<file path="src/rtl/cen_pacer_pkg.sv">
package cen_pacer_pkg;
  // Saturating step of an unsigned counter: +1, -1 or hold.
  function automatic logic [7:0] sat_step(input logic [7:0] v, input logic up,
                                          input logic down, input logic [7:0] top);
    logic [7:0] r;
    r = v;
    if (up && !down) begin
      if (v != top) r = v + 8'd1;
    end else if (down && !up) begin
      if (v != 8'd0) r = v - 8'd1;
    end
    return r;
  endfunction
endpackage

</file>
<file path="src/rtl/cen_pacer_phase.sv">
module cen_pacer_phase #(
  parameter int ACC_W = 8
) (
  input  logic             clk,
  input  logic             rst,
  input  logic [ACC_W-1:0] num,
  input  logic [ACC_W-1:0] den,
  output logic             tick
);
  localparam int SUM_W = ACC_W + 1;

  logic [ACC_W-1:0] acc_q;
  logic [SUM_W-1:0] sum;
  logic [SUM_W-1:0] den_x;

  always_comb begin
    sum   = {1'b0, acc_q} + {1'b0, num};
    den_x = {1'b0, den};
    tick  = (sum >= den_x);
  end

  always_ff @(posedge clk) begin
    if (rst) begin
      acc_q <= '0;
    end else if (tick) begin
      acc_q <= ACC_W'(sum - den_x);
    end else begin
      acc_q <= ACC_W'(sum);
    end
  end
endmodule

</file>
<file path="src/rtl/cen_pacer_debt.sv">
module cen_pacer_debt #(
  parameter int DEBT_W = 4
) (
  input  logic clk,
  input  logic rst,
  input  logic owe,
  input  logic paid,
  output logic pending
);
  import cen_pacer_pkg::*;

  localparam logic [7:0] DEBT_TOP = 8'((1 << DEBT_W) - 1);

  logic [DEBT_W-1:0] debt_q;
  logic [7:0]        next_w;

  always_comb begin
    next_w  = sat_step(8'(debt_q), owe, paid, DEBT_TOP);
    pending = (debt_q != '0);
  end

  always_ff @(posedge clk) begin
    if (rst) debt_q <= '0;
    else     debt_q <= DEBT_W'(next_w);
  end
endmodule

</file>
<file path="src/rtl/cen_pacer_gate.sv">
module cen_pacer_gate (
  input  logic clk,
  input  logic rst,
  input  logic busy,
  input  logic burst_en,
  input  logic demand,
  output logic cen,
  output logic cen_half
);
  logic last_q;
  logic half_q;
  logic open_w;

  always_comb begin
    open_w   = !rst && !busy && (burst_en || !last_q);
    cen      = open_w && demand;
    cen_half = cen && half_q;
  end

  always_ff @(posedge clk) begin
    if (rst) begin
      last_q <= 1'b0;
      half_q <= 1'b0;
    end else begin
      last_q <= cen;
      if (cen) half_q <= !half_q;
    end
  end
endmodule

</file>
<file path="src/rtl/cen_pacer.sv">
module cen_pacer #(
  parameter int ACC_W  = 8,
  parameter int DEBT_W = 4
) (
  input  logic             clk,
  input  logic             rst,
  input  logic [ACC_W-1:0] num,
  input  logic [ACC_W-1:0] den,
  input  logic             busy,
  input  logic             burst_en,
  output logic             cen,
  output logic             cen_half
);
  logic tick;
  logic pending;
  logic demand;
  logic owe;
  logic paid;

  cen_pacer_phase #(.ACC_W(ACC_W)) u_phase (
    .clk(clk), .rst(rst), .num(num), .den(den), .tick(tick)
  );

  // A wrap that is not sent this cycle is owed; a pulse with no wrap pays one off.
  always_comb begin
    demand = tick || pending;
    owe    = tick && !cen;
    paid   = cen && !tick;
  end

  cen_pacer_debt #(.DEBT_W(DEBT_W)) u_debt (
    .clk(clk), .rst(rst), .owe(owe), .paid(paid), .pending(pending)
  );

  cen_pacer_gate u_gate (
    .clk(clk), .rst(rst), .busy(busy), .burst_en(burst_en),
    .demand(demand), .cen(cen), .cen_half(cen_half)
  );
endmodule

</file>
<file path="config.mk">
export PLATFORM = sky130hd
export DESIGN_NAME = cen_pacer
export DESIGN_NICKNAME = d
export VERILOG_FILES = /design/src/rtl/cen_pacer_pkg.sv /design/src/rtl/cen_pacer_phase.sv /design/src/rtl/cen_pacer_debt.sv /design/src/rtl/cen_pacer_gate.sv /design/src/rtl/cen_pacer.sv
export SDC_FILE = /design/constraint.sdc
export NUM_CORES = 1
export LEC_CHECK = 0
export ABC_AREA = 1
export ABC_CLOCK_PERIOD_IN_PS = 3750
export BUFFER_PORTS_ARGS = -buffer_cell sky130_fd_sc_hd__buf_4
export CAP_MARGIN = 20
export CORE_MARGIN = 2
export CORE_UTILIZATION = 45
export CTS_BUF_LIST = sky130_fd_sc_hd__clkbuf_8 sky130_fd_sc_hd__clkbuf_16
export CTS_CLUSTER_DIAMETER = 100
export DETAILED_ROUTE_END_ITERATION = 10
export GPL_ROUTABILITY_DRIVEN = 0
export MAX_ROUTING_LAYER = met4
export PLACE_DENSITY = 0.66
export SLEW_MARGIN = 25
export SYNTH_ARGS = -nofsm -noshare
export SYNTH_HDL_FRONTEND = slang
export SYNTH_SLANG_ARGS = --single-unit
</file>
<file path="constraint.sdc">
create_clock -name clk -period 3.75 [get_ports clk]
set_input_delay 0.375 -clock clk [delete_from_list [all_inputs] [get_ports clk]]
set_output_delay 0.375 -clock clk [all_outputs]
set_load 0.05 [all_outputs]
</file>
==> results of run 1 <==
==> worst min-delay path by stage <==
stage	to	slack [ns]	cells past startpoint
2_1_floorplan	u_debt.debt_q[0]	0.44	1
3_3_place_gp	u_gate.half_q	0.48	2
3_5_place_dp	u_gate.half_q	0.52	2
4_1_cts	u_debt.debt_q[0]	0.32	2
5_1_grt	u_debt.debt_q[0]	0.33	2
6_report	u_debt.debt_q[0]	0.32	2
==> sequential cells by signal, summed over array words and instances, names as in the netlist <==
signal,flops
u_debt.debt_q,4
u_gate.last_q,1
u_phase.acc_q,8
u_gate.half_q,1
==> synthesized netlist by cell type, drive strengths merged <==
master | n | area [sq um]
a21boi | 1 | 7.510
xnor2 | 7 | 61.31
xor2 | 6 | 52.55
nand2 | 51 | 226.5
ha | 18 | 225.2
nor3 | 2 | 10.01
a31oi | 3 | 18.77
a21oi | 15 | 82.58
buf | 1 | 11.26
nand3 | 8 | 50.05
o21bai | 1 | 11.26
dfxtp | 14 | 280.3
fa | 3 | 60.06
a211oi | 1 | 12.51
o21ai | 10 | 50.05
inv | 28 | 105.1
nand4 | 2 | 12.51
nor2 | 19 | 81.33
==> metal layers <==
metal,global-route usage [%],up-vias,share of wire [%]
li1,-,661,-
met1,23.89,578,44
met2,34.92,24,51
met3,2.637,5,3.3
met4,5.844,0,1.1
met5,-,-,0
==> repair_timing <==
item	4_1_cts	5_1_grt
setup buffers	0	1
gates resized for setup	0	4
endpoints found under the setup margin	0	2
==> stage by stage <==
stage | cells | setup WS (ns) | util (%)
after floorplan | 190 | 0.3081 | -
after global placement | 242 | 0.1801 | 55.31
after detailed placement | 242 | 0.02759 | 55.31
after CTS | 246 | 0.1755 | 57.27
after global routing | 247 | 0.005357 | 58.21
final | 247 | 0.2378 | 58.21
==> area by class of cell <==
type,instances,share of cell area (%)
Inverter,28,6.437
Tap cell,31,2.375
Sequential cell,14,17.16
Multi-Input combinational cell,147,59.85
Timing Repair Buffer,23,10.80
Clock buffer,4,3.372
==> logic make-up (layout without fill, tap and decap cells) <==
logic type	after synthesis	after routing	share of synthesized area, %
XOR/XNOR	13	13	8.379
buffers and inverters	29	55	8.563
AO/OA/AOI/OAI	31	31	13.44
AND/OR/NAND/NOR	82	82	27.99
adder cells (fa/ha/maj)	21	21	20.99
flip-flops	14	14	20.63
==> results_tabular.tex, run 1 <==
\begin{tabular}{lr}
\hline
Metric & Value \\
\hline
\multicolumn{2}{l}{\textbf{Setup path}} \\
\quad Slowest stage cell, crit path & ha\_1 \\
\quad Type of element launching the critical path & register \\
\quad Cell seen most often among critical-path stages & nand2\_1 \\
\quad Reg-to-Reg Start & u\_phase.acc\_q[0] \\
\quad Arrival time of the worst setup path & 3.14 ns \\
\quad Worst-path fanout max & 15 \\
\quad Cell count along the critical path & 20 \\
\quad Count of buffering cells on the critical path with inverters included & 3 \\
\quad WS Path Type & reg2out \\
\quad Setup slack, reg-to-reg & $\sim$0.25 ns \\
\quad Capture point of the worst path & cen\_half \\
\quad Startpoint of the worst setup timing path & u\_phase.acc\_q[2] \\
\quad Critical Path Sink Type & primary output \\
\quad Cells along the critical path & ha\_1 -> a21oi\_1 -> nand2\_1 -> nand2\_1 -> nand2\_1 -> nand2\_1 -> nand2\_1 -> xor2\_1 -> inv\_1 -> ha\_1 -> nand2\_1 -> nor2\_2 -> nand2\_2 -> nand2\_4 -> nand2\_4 -> nand2\_4 -> buf\_6 -> nand2\_2 -> a21boi\_1 -> buf\_4 \\
\quad Required time reported for the critical path endpoint & 3.38 ns \\
\quad Reg2reg end & u\_debt.debt\_q[3] \\
\quad CP max stage delay & 0.35 ns \\
\quad R2R depth & 23 \\
\quad Kind of cell with the highest combined delay on the critical path & simple AND/OR/NAND/NOR gates \\
\multicolumn{2}{l}{\textbf{Cells and area}} \\
\quad Fill cells & 289 \\
\quad Final antenna diode count & 0 \\
\quad Post-layout nets & 258 \\
\quad Area growth from synthesis to layout & 20.17\% \\
\quad Cell area after layout & 1633 sq um \\
\quad Most frequent standard cell in the layout excluding fill and tap cells & nand2\_1 \\
\quad Most used cells in the layout excluding fill and tap cells & 43 x nand2\_1, 25 x inv\_1, 22 x buf\_4 \\
\quad Multi-input gate area & 977.2 sq um \\
\quad Share of cells above drive strength 1 & a little under a quarter \\
\quad Register cell area after layout & 280.3 sq um \\
\multicolumn{2}{l}{\textbf{STA}} \\
\quad Minimum clock period & 3.512 ns \\
\quad Count of final max-slew check failures & 0 \\
\quad Setup repair after global routing missed its margin & false \\
\quad Fin crit share & 93.66\% \\
\quad Total count of hold-check failures in the final report & 0 \\
\quad Slew @ Worst Pin & just over 0.5 ns \\
\quad Worst relative slew slack & 65.14\% \\
\quad Worst setup skew after layout & 0.001055 ns \\
\quad Sum of negative setup slack & 0 ns \\
\quad Final hold slack & 0.3230 ns \\
\quad Fmax & 284.7 MHz \\
\quad Number of endpoints failing setup at the final stage & 0 \\
\multicolumn{2}{l}{\textbf{Clocking}} \\
\quad Hold buffer count at cts & 0 \\
\quad Clock input transition at the sequential cells of the worst setup and hold paths & $\sim$0.07 ns \\
\quad TritonCTS sink count & 14 \\
\quad Clock buffers created by TritonCTS & 3 \\
\quad Clk buf depth & 2 \\
\quad Skew-Pair Late Insertion Delay & 0.25 ns \\
\quad Clock tree from TritonCTS & built \\
\quad Root Buffer & clkbuf\_8 \\
\quad Count of H-tree levels built during CTS & 1 \\
\multicolumn{2}{l}{\textbf{Status}} \\
\quad Run status & finished, violations left \\
\quad Violated checks & DRC \\
\multicolumn{2}{l}{\textbf{Routing}} \\
\quad Routed wire length & 3.048 mm \\
\quad Avg Vias per Cell & 5.134 \\
\quad Total number of vias & 1,268 \\
\quad Initial DRC Count & 38 \\
\quad Routed wire per std cell & around 12 microns \\
\quad Drt pass-1 iters & 7 \\
\quad Number of nets still failing antenna checks after routing & 0 \\
\quad Drc violations & 2 \\
\multicolumn{2}{l}{\textbf{Floorplan}} \\
\quad Floorplan die area & 3475 sq um \\
\quad Top-level I/O count & 22 \\
\quad Core Box Area & 2805 sq um \\
\quad \# rows & 19 \\
\quad Starting utilization of the core area & between 40\% and 50\% \\
\quad Floorplan die height & 58.95 microns \\
\quad Die width & 58.95 microns \\
\multicolumn{2}{l}{\textbf{Synthesis}} \\
\quad Mean Syn Cell Area & 7.152 sq um \\
\quad Synth unique cells & 25 \\
\quad Warnings from Yosys & 0 \\
\quad Post-synthesis instance total & 190 \\
\quad Post-synthesis sequential area ratio & 20.63\% \\
\quad Summed instance area of the synthesized netlist & 1359 sq um \\
\quad Synthesized Nets & $\sim$230 \\
\quad Flop and latch count out of synthesis & 14 \\
\multicolumn{2}{l}{\textbf{GRT}} \\
\quad Total overflow reported by the global router & 0 \\
\quad Pin count of the biggest net entering global routing & 16 \\
\quad Antenna violations before repair & 0 \\
\quad Number of global-route vias before repair & 1,272 \\
\quad Global Route Usage Sum & 20.01\% \\
\quad Wire length of the first global-routing pass & 5.175 mm \\
\multicolumn{2}{l}{\textbf{Job}} \\
\quad Max\_cap viols & 0 \\
\multicolumn{2}{l}{\textbf{Place}} \\
\quad Placed wire-length estimate & 2.398 mm \\
\quad Quantity of I/O buffers inserted on ports & 21 \\
\quad Cell area reported after detailed placement & 1551 sq um \\
\multicolumn{2}{l}{\textbf{Worst hold path}} \\
\quad Path class of the lowest-slack min-delay path & in2reg \\
\quad Min-Delay Startpoint & rst \\
\hline
\end{tabular}
Power of run 1 is not shown: default switching activity piles up to over one toggle a cycle in this logic, so the estimate is an artifact.
==> run 2, diff against run 1 <==
==> constraint.sdc (replaced) <==
create_clock -name clk -period 3.75 [get_ports clk]
set_input_delay 0.75 -clock clk [delete_from_list [all_inputs] [get_ports clk]]
set_output_delay 0.75 -clock clk [all_outputs]
set_load 0.05 [all_outputs]
==> run 2 against run 1 <==
- the run ends with DRC, setup timing left
- die area stayed put
- via count is 11% higher
- count of clock-buffer cells in the layout stayed put
- routed wire length is 17% higher
- setup slack worse by 0.31 ns
- critical endpoint unchanged
- largest cell class unchanged
==> results_tabular.tex, run 2 (synthesis gave the netlist of run 1 again) <==
\begin{tabular}{lr}
\hline
Metric & Value \\
\hline
\multicolumn{2}{l}{\textbf{Cells and area}} \\
\quad Final cell count without fillers & 277 (+12\%) \\
\quad Fill cells & 232 (-20\%) \\
\quad Most frequent standard cell in the layout excluding fill and tap cells & buf\_4 \\
\quad Final antenna diode count & 0 (unchanged) \\
\quad Area growth from synthesis to layout & 46.41\% \\
\quad Register bank with the most flops & u\_phase.acc\_q \\
\quad Share of cells above drive strength 1 & 38.62\% (+16 points) \\
\quad Most used cells in the layout excluding fill and tap cells & 49 x buf\_4, 38 x nand2\_1, 23 x inv\_1 \\
\quad Largest register FFs & 8 (unchanged) \\
\quad Registers with the most flip-flops & u\_phase.acc\_q: 8 flops, u\_debt.debt\_q: 4 flops \\
\quad Post-layout nets & 288 (+12\%) \\
\multicolumn{2}{l}{\textbf{Routing}} \\
\quad Number of nets still failing antenna checks after routing & 0 (unchanged) \\
\quad Initial DRC Count & 37 (-2.6\%) \\
\quad Avg Vias per Cell & 5.090 (-0.84\%) \\
\quad Drt pass-1 iters & 7 (unchanged) \\
\quad Routed wire length & 3.551 mm (+17\%) \\
\quad Total number of vias & 1,410 (+11\%) \\
\quad Drc violations & 1 (-1) \\
\quad Routed wire per std cell & 12.82 microns (+3.9\%) \\
\multicolumn{2}{l}{\textbf{Clocking}} \\
\quad Clock tree from TritonCTS & built \\
\quad Clock input transition at the sequential cells of the worst setup and hold paths & 0.06 ns (about the same) \\
\quad Clk buf depth & 2 (unchanged) \\
\quad Hold buffer count at cts & 0 (unchanged) \\
\quad Clock buffers created by TritonCTS & 3 (unchanged) \\
\quad TritonCTS sink count & 14 (unchanged) \\
\quad Skew-Pair Late Insertion Delay & 0.25 ns (about the same) \\
\quad Count of H-tree levels built during CTS & 1 (unchanged) \\
\quad Root Buffer & clkbuf\_8 \\
\multicolumn{2}{l}{\textbf{GRT}} \\
\quad Number of global-route vias before repair & 1,337 (+5.1\%) \\
\quad Total overflow reported by the global router & 0 (unchanged) \\
\quad Wire length of the first global-routing pass & 5.816 mm (+12\%) \\
\quad Antenna violations before repair & 0 (unchanged) \\
\quad Global Route Usage Sum & 22.66\% (+2.6 points) \\
\quad Pin count of the biggest net entering global routing & 15 (-1) \\
\multicolumn{2}{l}{\textbf{Status}} \\
\quad Violated checks & DRC, setup timing \\
\quad Run status & finished, violations left \\
\multicolumn{2}{l}{\textbf{STA}} \\
\quad Total count of hold-check failures in the final report & 0 (unchanged) \\
\quad Worst relative slew slack & 53.94\% (-11 points) \\
\quad Setup repair after global routing missed its margin & true \\
\quad Slew @ Worst Pin & 0.6856 ns (+0.1667 ns) \\
\quad Worst setup skew after layout & 0.001489 ns (+0.0004339 ns) \\
\quad Number of endpoints failing setup at the final stage & 2 (+2) \\
\quad Final hold slack & 0.5346 ns (+0.2116 ns) \\
\quad Fin crit share & 102.0\% (+8.3 points) \\
\quad Fmax & 261.4 MHz (-8.2\%) \\
\quad Minimum clock period & 3.825 ns (+0.3127 ns) \\
\quad Fin worst setup slack & -0.07490 ns (-0.3127 ns) \\
\quad Count of final max-slew check failures & 0 (unchanged) \\
\multicolumn{2}{l}{\textbf{Setup path}} \\
\quad Setup slack, reg-to-reg & 0.30 ns (+0.05 ns) \\
\quad Arrival time of the worst setup path & 3.07 ns (-0.07 ns) \\
\quad WS Path Type & in2out \\
\quad Required time reported for the critical path endpoint & 3.00 ns (-0.38 ns) \\
\quad Startpoint of the worst setup timing path & num[0] \\
\quad Worst-path fanout max & 4 (-11) \\
\quad R2R depth & 24 (+4.3\%) \\
\quad Reg-to-Reg Start & u\_phase.acc\_q[0] \\
\quad Critical Path Sink Type & primary output \\
\quad Type of element launching the critical path & input pin \\
\multicolumn{2}{l}{\textbf{Place}} \\
\quad Number of placed instances, taps included & 257 (+6.2\%) \\
\quad Quantity of I/O buffers inserted on ports & 21 (unchanged) \\
\quad Placed wire-length estimate & 2.547 mm (+6.2\%) \\
\quad Dpl ws & -0.3444 ns (-0.3720 ns) \\
\multicolumn{2}{l}{\textbf{Floorplan}} \\
\quad Starting utilization of the core area & 48.44\% (unchanged) \\
\quad \# rows & 19 (unchanged) \\
\quad Floorplan die area & 3475 sq um (unchanged) \\
\quad Top-level I/O count & 22 (unchanged) \\
\quad Floorplan die height & 58.95 microns (unchanged) \\
\quad Core Box Area & 2805 sq um (unchanged) \\
\quad Die width & 58.95 microns (unchanged) \\
\multicolumn{2}{l}{\textbf{Worst hold path}} \\
\quad Path class of the lowest-slack min-delay path & reg2reg \\
\quad Worst hold path stage count & 2 (unchanged) \\
\quad Min-Delay Startpoint & u\_debt.debt\_q[3] \\
\multicolumn{2}{l}{\textbf{Job}} \\
\quad Max\_cap viols & 0 (unchanged) \\
\hline
\end{tabular}
## run 2: cell types whose count changed in the layout (fill, tap and decap cells not counted), moves of 2 or more
| cell | change |
|---|---|
| nand2_2 | +2 |
| buf_6 | +2 |
| nand3_1 | -2 |
| ha_1 | -4 |
| a21oi_2 | +2 |
| nand3_2 | +2 |
| a21oi_1 | -2 |
| nand2_1 | -5 |
| a31oi_2 | -2 |
| inv_2 | +2 |
| nand2_4 | +3 |
| ha_4 | +4 |
| inv_1 | -2 |
| buf_4 | +27 |
## run 2: critical path, cell delays in order
cell and delay, ns:
buf_6 0.10, ha_4 0.15, fa_2 0.35, nand3_2 0.07, nand3_2 0.08, a31oi_1 0.21, xor2_1 0.23, ha_1 0.31
nand2_2 0.11, inv_2 0.04, a21oi_2 0.15, nand2_4 0.07, nand2_4 0.08, nand2_4 0.05, nand2_4 0.09, a21boi_4 0.06
buf_6 0.16
## run 2: what timing repair did
action / 4_1_cts / 5_1_grt
buffers inserted: 9 / 7
resized for setup: 17 / 9
pin swaps: 16 / 12
cloned: 0 / 0
setup endpoints to repair: 3 / 3
endpoints found under the hold margin: 0 / 0
## run 2: final cells by class
cell class | instances | area [sq um] | area share, %
sequential | 14 | 280.3 | 14.09
tap | 31 | 38.79 | 1.950
inverter | 28 | 105.1 | 5.283
clock buffer | 4 | 55.05 | 2.767
multi-input combinational | 147 | 1094 | 54.97
timing repair buffer | 53 | 416.7 | 20.94
## run 2: worst paths after layout
check	endpoint
max reg2reg	u_debt.debt_q[3]
max	cen_half
min	u_debt.debt_q[3]
min reg2reg	u_debt.debt_q[3]
## run 2: metrics by stage
step	area (sq um)	setup TNS (ns)	util, %
6_report	1989	-0.1445	70.92
5_1_grt	1989	-0.4330	70.92
4_1_cts	1898	-0.1774	67.66
3_5_place_dp	1680	-1.100	59.90
3_3_place_gp	1680	-0.5523	59.90
2_1_floorplan	1375	-0.04228	-
## run 2: metal layers
| metal | vias to the layer above | GRT usage [%] | routed length, microns |
|---|---|---|---|
| li1 | 724 | - | - |
| met1 | 654 | 28.26 | 1584 |
| met2 | 28 | 39.37 | 1789 |
| met3 | 4 | 2.637 | 143 |
| met4 | 0 | 4.545 | 34 |
| met5 | - | - | 0 |
Power of run 2 is left out for the same reason.
==> run 3, diff against run 2 <==
Settings changed: CORE_UTILIZATION 45 to 56, CTS_CLUSTER_SIZE from default to 30, PLACE_DENSITY 0.66 to 0.79.
==> run 3 against run 2 <==
- the run ends with setup timing left
- die area shrank 18%
- worst hold slack gained 0.0081 ns
- critical path depth is the same
- utilization grew 20 points
- maximum frequency shrank 2.5%
- largest cell class unchanged
- clock skew grew 0.0031 ns
- critical path type unchanged
==> results_tabular.tex, run 3 (synthesis gave the netlist of run 1 again) <==
\begin{tabular}{lr}
\hline
Metric & Value \\
\hline
\multicolumn{2}{l}{\textbf{STA}} \\
\quad Worst relative slew slack & 56.75\% (+2.8 points) \\
\quad Number of endpoints failing setup at the final stage & 3 (+1) \\
\quad Worst setup skew after layout & 0.004551 ns (+0.003061 ns) \\
\quad Fmax & 255.0 MHz (-2.5\%) \\
\quad Count of final max-slew check failures & 0 (unchanged) \\
\quad Minimum clock period & 3.922 ns (+0.09680 ns) \\
\quad Sum of negative setup slack & -0.3054 ns (-0.1609 ns) \\
\quad Fin crit share & 104.6\% (+2.6 points) \\
\quad Total count of hold-check failures in the final report & 0 (unchanged) \\
\quad Slew @ Worst Pin & 0.6438 ns (-0.04182 ns) \\
\quad Fin worst setup slack & -0.1717 ns (-0.09680 ns) \\
\quad Setup repair after global routing missed its margin & true \\
\multicolumn{2}{l}{\textbf{Worst hold path}} \\
\quad Worst hold path stage count & 2 (unchanged) \\
\quad Endpoint with the worst hold slack & u\_debt.debt\_q[3] \\
\quad Path class of the lowest-slack min-delay path & reg2reg \\
\quad Min-Delay Startpoint & u\_debt.debt\_q[3] \\
\multicolumn{2}{l}{\textbf{Cells and area}} \\
\quad Post-layout nets & 282 (-2.1\%) \\
\quad Largest register FFs & 8 (unchanged) \\
\quad Registers with the most flip-flops & u\_phase.acc\_q: 8 flops, u\_debt.debt\_q: 4 flops \\
\quad Final Core Density & 90.90\% (+20 points) \\
\quad Final antenna diode count & 0 (unchanged) \\
\quad Share of cells above drive strength 1 & 43.33\% (+4.7 points) \\
\quad Area growth from synthesis to layout & 50.83\% \\
\quad Most frequent standard cell in the layout excluding fill and tap cells & buf\_4 \\
\quad Most used cells in the layout excluding fill and tap cells & 42 x buf\_4, 34 x nand2\_1, 23 x inv\_1 \\
\quad Register bank with the most flops & u\_phase.acc\_q \\
\multicolumn{2}{l}{\textbf{Floorplan}} \\
\quad Top-level I/O count & 22 (unchanged) \\
\quad Floorplan die height & 53.26 microns (-9.7\%) \\
\quad \# rows & 17 (-2) \\
\quad Core Box Area & 2255 sq um (-20\%) \\
\quad Floorplan die area & 2837 sq um (-18\%) \\
\quad Starting utilization of the core area & 60.27\% (+12 points) \\
\quad Die width & 53.26 microns (-9.7\%) \\
\multicolumn{2}{l}{\textbf{GRT}} \\
\quad Pin count of the biggest net entering global routing & 13 (-2) \\
\quad Global Route Usage Sum & 32.77\% (+10 points) \\
\quad Total overflow reported by the global router & 0 (unchanged) \\
\quad Antenna violations before repair & 0 (unchanged) \\
\quad Wire length of the first global-routing pass & 6.451 mm (+11\%) \\
\quad Number of global-route vias before repair & 1,462 (+9.3\%) \\
\multicolumn{2}{l}{\textbf{Place}} \\
\quad Quantity of I/O buffers inserted on ports & 21 (unchanged) \\
\quad Placed wire-length estimate & 2.669 mm (+4.8\%) \\
\quad Dpl ws & -0.3410 ns (+0.003430 ns) \\
\multicolumn{2}{l}{\textbf{Routing}} \\
\quad Drt pass-1 iters & 4 (-3) \\
\quad Drc violations & 0 (-1) \\
\quad Routed wire length & 4.980 mm (+40\%) \\
\quad Avg Vias per Cell & 5.948 (+17\%) \\
\quad Initial DRC Count & 64 (+73\%) \\
\quad Total number of vias & 1,594 (+13\%) \\
\quad Number of nets still failing antenna checks after routing & 0 (unchanged) \\
\quad Routed wire per std cell & 18.58 microns (+45\%) \\
\multicolumn{2}{l}{\textbf{Setup path}} \\
\quad WS Path Type & in2out \\
\quad Required time reported for the critical path endpoint & 3.00 ns (about the same) \\
\quad R2R depth & 24 (unchanged) \\
\quad Type of element launching the critical path & input pin \\
\quad CP max stage delay & 0.35 ns (about the same) \\
\quad Worst-path fanout max & 4 (unchanged) \\
\quad Slowest stage cell, crit path & fa\_2 \\
\quad Cells along the critical path & buf\_6 -> ha\_4 -> fa\_2 -> nand3\_2 -> nand3\_4 -> a31oi\_4 -> xor2\_2 -> ha\_4 -> nand2\_1 -> nor2\_1 -> nand2\_1 -> nand2\_2 -> nor2\_4 -> nand2\_4 -> nand2\_4 -> a21boi\_4 -> buf\_6 \\
\quad Reg2reg end & u\_debt.debt\_q[3] \\
\quad Arrival time of the worst setup path & 3.17 ns (+0.10 ns) \\
\quad Reg-to-Reg Start & u\_phase.acc\_q[0] \\
\quad Critical Path Sink Type & primary output \\
\quad Setup slack, reg-to-reg & 0.20 ns (-0.10 ns) \\
\multicolumn{2}{l}{\textbf{Clocking}} \\
\quad Clock buffers created by TritonCTS & 3 (unchanged) \\
\quad Clk buf depth & 2 (unchanged) \\
\quad Clock input transition at the sequential cells of the worst setup and hold paths & 0.06 ns (about the same) \\
\quad Skew-Pair Late Insertion Delay & 0.25 ns (about the same) \\
\quad Clock tree from TritonCTS & built \\
\quad Root Buffer & clkbuf\_8 \\
\quad Count of H-tree levels built during CTS & 1 (unchanged) \\
\quad TritonCTS sink count & 14 (unchanged) \\
\quad Hold buffer count at cts & 0 (unchanged) \\
\multicolumn{2}{l}{\textbf{Job}} \\
\quad Max\_cap viols & 0 (unchanged) \\
\multicolumn{2}{l}{\textbf{Status}} \\
\quad Violated checks & setup timing \\
\quad Run status & finished, violations left \\
\hline
\end{tabular}
-- run 3: final cells by class --
type / count / area [sq um]
multi-input combinational: 147 / 1199
timing repair buffer: 47 / 375.4
sequential: 14 / 280.3
fill: 98 / 205.2
inverter: 28 / 105.1
clock buffer: 4 / 55.05
tap: 28 / 35.03
-- run 3: stage by stage --
| stage | instances | hold WS (ns) | instance area (sq um) |
|---|---|---|---|
| after floorplan | 190 | 0.4799 | 1375 |
| after global placement | 255 | 0.4969 | 1684 |
| after detailed placement | 255 | 0.5303 | 1684 |
| after CTS | 264 | 0.5389 | 1889 |
| after global routing | 268 | 0.5553 | 2049 |
| final | 268 | 0.5426 | 2049 |
-- run 3: routing by layer --
| layer | vias up | GRT usage, % | share of wire, % |
|---|---|---|---|
| li1 | 711 | - | - |
| met1 | 728 | 37.63 | 38 |
| met2 | 119 | 58.85 | 48 |
| met3 | 36 | 2.825 | 9.4 |
| met4 | 0 | 11.97 | 5.5 |
| met5 | - | - | 0 |
-- run 3: critical path, delay by kind of cell --
kind,cells,cell delay [ns]
buf+inv,2,0.28
simple gates,9,0.81
compound gates,2,0.36
xor+xnor,1,0.24
fa+ha+maj,3,0.71
-- run 3: what timing repair did --
item	in CTS	in global routing
pin swaps	14	25
endpoints found under the setup margin	3	5
resized for setup	18	26
buffers inserted	5	4
endpoints found under the hold margin	0	0
-- run 3: worst max path at each step --
| stage | end | cells after the start | start |
|---|---|---|---|
| after detailed placement | u_debt.debt_q[3] | 24 | num[0] |
| after global placement | cen_half | 17 | num[0] |
| final | cen_half | 17 | num[0] |
| after global routing | cen_half | 17 | num[0] |
| after CTS | cen_half | 17 | num[0] |
| after floorplan | cen_half | 15 | num[0] |
Power of run 3 is left out for the same reason.
